$ cat config.mk
export PLATFORM = sky130hd
export DESIGN_NAME = pdr_ctrl
export DESIGN_NICKNAME = d
export VERILOG_FILES = /design/src/rtl/pdr_pkg.sv /design/src/rtl/pdr_ram.sv /design/src/rtl/pdr_seq.sv /design/src/rtl/pdr_ctrl.sv
export SDC_FILE = /design/constraint.sdc
export NUM_CORES = 2
export LEC_CHECK = 0
export CAP_MARGIN = 40
export CORE_AREA = 2 2 470 822
export CTS_CLUSTER_DIAMETER = 200
export DETAILED_ROUTE_END_ITERATION = 16
export DIE_AREA = 0 0 472 824
export PLACE_DENSITY = 0.56
export SLEW_MARGIN = 10
export SYNTH_ARGS = -nofsm -noshare
export SYNTH_HDL_FRONTEND = slang
export SYNTH_SLANG_ARGS = --single-unit
export TNS_END_PERCENT = 100
$ cat constraint.sdc
create_clock -name clk -period 8.3 [get_ports clk]
set_input_delay 1.66 -clock clk [delete_from_list [all_inputs] [get_ports clk]]
set_output_delay 1.66 -clock clk [all_outputs]
set_load 0.01 [all_outputs]
$ cat src/rtl/pdr_pkg.sv
package pdr_pkg;
  typedef enum logic [1:0] {
    MODE_NONE  = 2'b00,
    MODE_SMALL = 2'b01,
    MODE_LARGE = 2'b10
  } ret_mode_e;

  typedef enum logic [1:0] {
    ST_RUN   = 2'b00,
    ST_DOWN  = 2'b01,
    ST_SCRUB = 2'b10
  } pd_state_e;
endpackage

$ cat src/rtl/pdr_ram.sv
module pdr_ram #(
  parameter int DATA_W = 16,
  parameter int ADDR_W = 8
) (
  input  logic              clk,
  input  logic              we,
  input  logic [ADDR_W-1:0] addr,
  input  logic [DATA_W-1:0] wdata,
  output logic [DATA_W-1:0] q
);
  localparam int DEPTH = 1 << ADDR_W;

  logic [DATA_W-1:0] mem [DEPTH];

  // single port, read-before-write, maps onto block RAM
  always_ff @(posedge clk) begin
    if (we) mem[addr] <= wdata;
    q <= mem[addr];
  end
endmodule

$ cat src/rtl/pdr_seq.sv
module pdr_seq
  import pdr_pkg::*;
#(
  parameter int ADDR_W = 8
) (
  input  logic              clk,
  input  logic              rst,
  input  logic              pd_n,
  input  logic [ADDR_W-1:0] base,
  output pd_state_e         state,
  output logic [ADDR_W-1:0] scrub_addr,
  output logic              scrub_we
);
  localparam logic [ADDR_W-1:0] LAST = '1;

  logic [ADDR_W-1:0] ptr;

  always_ff @(posedge clk) begin
    if (rst) begin
      state <= ST_RUN;
      ptr   <= '0;
    end else begin
      case (state)
        ST_RUN: begin
          if (!pd_n) state <= ST_DOWN;
        end
        ST_DOWN: begin
          if (pd_n) begin
            state <= ST_SCRUB;
            ptr   <= base;
          end
        end
        ST_SCRUB: begin
          if (!pd_n) begin
            state <= ST_DOWN;
          end else begin
            ptr <= ptr + 1'b1;
            if (ptr == LAST) state <= ST_RUN;
          end
        end
        default: state <= ST_RUN;
      endcase
    end
  end

  assign scrub_addr = ptr;
  assign scrub_we   = (state == ST_SCRUB);
endmodule

$ cat src/rtl/pdr_ctrl.sv
module pdr_ctrl
  import pdr_pkg::*;
#(
  parameter int                DATA_W  = 16,
  parameter int                ADDR_W  = 8,
  parameter logic [DATA_W-1:0] INVALID = 16'hDEAD
) (
  input  logic              clk,
  input  logic              rst,
  input  logic              pd_n,
  input  logic              cfg_we,
  input  logic [1:0]        cfg_mode,
  input  logic              acc_en,
  input  logic              acc_we,
  input  logic [ADDR_W-1:0] acc_addr,
  input  logic [DATA_W-1:0] acc_wdata,
  output logic [DATA_W-1:0] rd_data,
  output logic              busy
);
  localparam int                DEPTH      = 1 << ADDR_W;
  localparam logic [ADDR_W-1:0] BASE_SMALL = ADDR_W'(DEPTH >> 3);
  localparam logic [ADDR_W-1:0] BASE_LARGE = ADDR_W'(DEPTH >> 2);

  ret_mode_e         mode_q;
  pd_state_e         state;
  logic [ADDR_W-1:0] base;
  logic [ADDR_W-1:0] scrub_addr;
  logic              scrub_we;
  logic              run;
  logic              asleep;
  logic              acc_ok;
  logic              rd_ok_q;
  logic              ram_we;
  logic [ADDR_W-1:0] ram_addr;
  logic [DATA_W-1:0] ram_wd;
  logic [DATA_W-1:0] ram_q;

  assign run    = (state == ST_RUN);
  assign asleep = (state == ST_DOWN);
  assign busy   = (state == ST_SCRUB);

  // retention mode register
  always_ff @(posedge clk) begin
    if (rst) mode_q <= MODE_NONE;
    else if (cfg_we && run && cfg_mode != 2'b11) mode_q <= ret_mode_e'(cfg_mode);
  end

  always_comb begin
    case (mode_q)
      MODE_SMALL: base = BASE_SMALL;
      MODE_LARGE: base = BASE_LARGE;
      default:    base = '0;
    endcase
  end

  pdr_seq #(.ADDR_W(ADDR_W)) u_seq (
    .clk        (clk),
    .rst        (rst),
    .pd_n       (pd_n),
    .base       (base),
    .state      (state),
    .scrub_addr (scrub_addr),
    .scrub_we   (scrub_we)
  );

  // access gating and array port mux
  assign acc_ok   = acc_en && run;
  assign ram_we   = scrub_we || (acc_ok && acc_we);
  assign ram_addr = scrub_we ? scrub_addr : acc_addr;
  assign ram_wd   = scrub_we ? INVALID : acc_wdata;

  pdr_ram #(.DATA_W(DATA_W), .ADDR_W(ADDR_W)) u_ram (
    .clk   (clk),
    .we    (ram_we),
    .addr  (ram_addr),
    .wdata (ram_wd),
    .q     (ram_q)
  );

  always_ff @(posedge clk) begin
    if (rst) rd_ok_q <= 1'b0;
    else     rd_ok_q <= acc_ok && !acc_we;
  end

  assign rd_data = rd_ok_q ? ram_q : '0;
endmodule

==> flow_summary.json <==
{
  "syn_to_final_growth_pct": 14.3,
  "ys.warnings.count": 0,
  "clock_path_buffers": 4,
  "viasPerCell": 6.19,
  "root_buffer": "clkbuf_16",
  "die_w_um": 472,
  "ant_nets": 0,
  "nets": 9050,
  "cts_tree": "yes",
  "fin_skew_ns": 0.0591,
  "overflow": 0,
  "outcome": "completed",
  "synth_ff_type": "edfxtp_1",
  "ys_seq_area_share_pct": 81.2,
  "firstDrtPassIters": 8,
  "grt_antenna_before_repair": 29,
  "timing.rr.end": "u_ram.q[5]",
  "crit_path_end_kind": "flip-flop",
  "synthesis.nets": 8673,
  "clock_latency_ns": 0.94,
  "pin_count": 49,
  "drt_iter0_drc": 11900,
  "rr_startpoint": "u_seq.state[0]",
  "crit_arrival_ns": 6.23,
  "p_leak_nw": 52.2,
  "cts_resized": 0,
  "grt_pass1_wl_um": 671000,
  "cap_violations": 0,
  "gp_congestion": 0.882,
  "wl_per_cell_um": 33.6,
  "numCtsBuffers": 352,
  "cts_sinks": 4125,
  "drt_wl_total_um": 484000,
  "hpwlAfterDp_um": 291000,
  "synth_area_sq_um": 152000,
  "initial_utilization_pct": 39.8,
  "via_count": 89000,
  "grt_max_degree": 165,
  "die_y_um": 824,
  "drv_slew": 0,
  "rrSetupSlack_ns": 3.04,
  "clkTransAtPathRegs_ns": 0.07,
  "reg2reg_depth": 10,
  "synthCells": 8640,
  "p_per_area_nw_per_um2": 242,
  "busiest_layer": "met2",
  "cp_max_fo": 82,
  "fin_crit_sh_pct": 65.3,
  "h-tree-depth": 5,
  "crit_required_ns": 9.10,
  "drc": 0,
  "port_buffers": 48,
  "core.rowCount": 301,
  "cp-start-kind": "input pin",
  "holdPathStages": 2,
  "mostFrequentLayoutCell": "edfxtp_1",
  "power.total_mw": 42.0,
  "setup_viol_count_final": 0,
  "yosys_register_bits": 4125,
  "grt_util_met2_pct": 41.7,
  "core_area_sq_um": 383000,
  "post_route_cells_drive_above_1_share_pct": 13.5,
  "slew_headroom_pct": 26.6,
  "yosys.area.top_type": "edfxtp_1",
  "vdd_ir_drop_max_mv": 0.164,
  "synth_edf_count": 4096,
  "post_cts_buffers": 0,
  "rsz0062_at_grt": "no",
  "synthTopCellsByArea": "edfxtp_1 (81%), a22oi_1 (10%), a21oi_1 (3.4%)",
  "gr-usage-all-layers_pct": 24.0,
  "syn_area_per_cell_sq_um": 17.6,
  "mostFrequentLayoutCells": "edfxtp_1 (4096), a22oi_1 (2023), a21oi_1 (1035)",
  "critPathKind": "in2reg",
  "hold_buffers": 0,
  "period_minus_slack_ns": 5.42,
  "postSynth.asyncResetShare_pct": 0,
  "tns_ns": 0,
  "synth_cell_types": 47,
  "crit_start": "acc_addr[1]",
  "holdWs_ns": 0.519,
  "synth_top_area_share_pct": 80.8,
  "hp-class": "reg2reg",
  "worst_pin_slew_ns": 1.10,
  "grt_util_met3_pct": 3.16,
  "grt_pass1_vias": 86300,
  "hold_viol": 0,
  "crit_path_end": "u_ram.q[0]",
  "max_freq_mhz": 184,
  "die_area_sq_um": 389000,
  "use_met1_pct": 29.0
}
==> worst min path at each step <==
stage              start        end
6_report       mode_q[1]  mode_q[1]
3_5_place_dp   mode_q[1]  mode_q[1]
3_3_place_gp   mode_q[1]  mode_q[1]
4_1_cts        mode_q[1]  mode_q[1]
2_1_floorplan  mode_q[1]  mode_q[1]
5_1_grt        mode_q[1]  mode_q[1]
==> worst max-delay path, stage by stage <==
cell and delay (ns):
clkdlybuf4s50_1 0.53, inv_1 0.20, o31ai_4 0.16, buf_16 0.20, buf_16 0.16, buf_12 0.17
buf_12 0.22, buf_4 0.35, a22oi_1 0.20, a21oi_1 0.10, o41ai_1 0.81, a41oi_1 0.58
or4_1 0.66
==> synth_stat cells, drive strengths merged (2+ instances only) <==
cell    instances
nor2          276
and2           21
a21oi        1035
nor3b           5
nor2b           4
o21ai          14
inv             9
or3             3
a31oi           4
o31ai           5
edfxtp       4096
or4            16
a22oi        2049
nand2          41
dfxtp          29
nor3            6
nand3b          4
o31a            2
nor4            2
nand2b         20
nand3          11
o41ai         256
a41oi          64
buf           269
clkbuf        383
o21a            5
==> cell type report <==
class | count | area (sq um)
diodes | 89 | 223
clock buffers | 444 | 9530
clock inverters | 194 | 1750
fillers | 32500 | 209000
inverters | 9 | 33.8
multi-input cells | 3854 | 26200
flip-flops and latches | 4125 | 124000
well taps | 4999 | 6250
repair buffers | 675 | 6540
==> stage by stage <==
step	util, %	std cells	setup slack (ns)	cell area, sq um
floorplan	-	8640	2.31	152000
global placement	42.1	13600	1.13	161000
detailed placement	42.4	13700	2.08	162000
CTS	45.4	14300	3.04	174000
global route	45.5	14400	2.89	174000
finish	45.5	14400	2.88	174000
==> flip-flops by register name, indices dropped and copies added, names as in the netlist <==
| name | count |
|---|---|
| u_seq.scrub_addr | 8 |
| mode_q | 2 |
| u_seq.state | 2 |
| rd_ok_q | 1 |
| u_ram.mem | 4096 |
| u_ram.q | 16 |
==> kinds of logic after synthesis <==
logic type | after synthesis | synth area share [%]
mux | 1 | 0.00657
compound gates | 3438 | 15.6
flops | 4125 | 81.2
buf+inv | 661 | 1.99
simple gates | 414 | 1.19
fa+ha+maj | 1 | 0.00822
==> where the power goes <==
group          leakage [nW]  switching, mW  internal, mW  total (mW)
Clock                  5.53           7.47          9.14        16.6
Sequential             37.0         0.0483          23.0        23.0
Combinational          9.66           1.80         0.604        2.41
==> layer usage <==
layer | part of all wire [%] | up-vias | wire length, um
met5 | 0.013 | - | 64
met4 | 6.0 | 10 | 29100
met3 | 7.2 | 889 | 35100
met2 | 51 | 4547 | 247000
met1 | 36 | 46700 | 173000
li1 | - | 36900 | -
(Power assumes the default switching activity.)
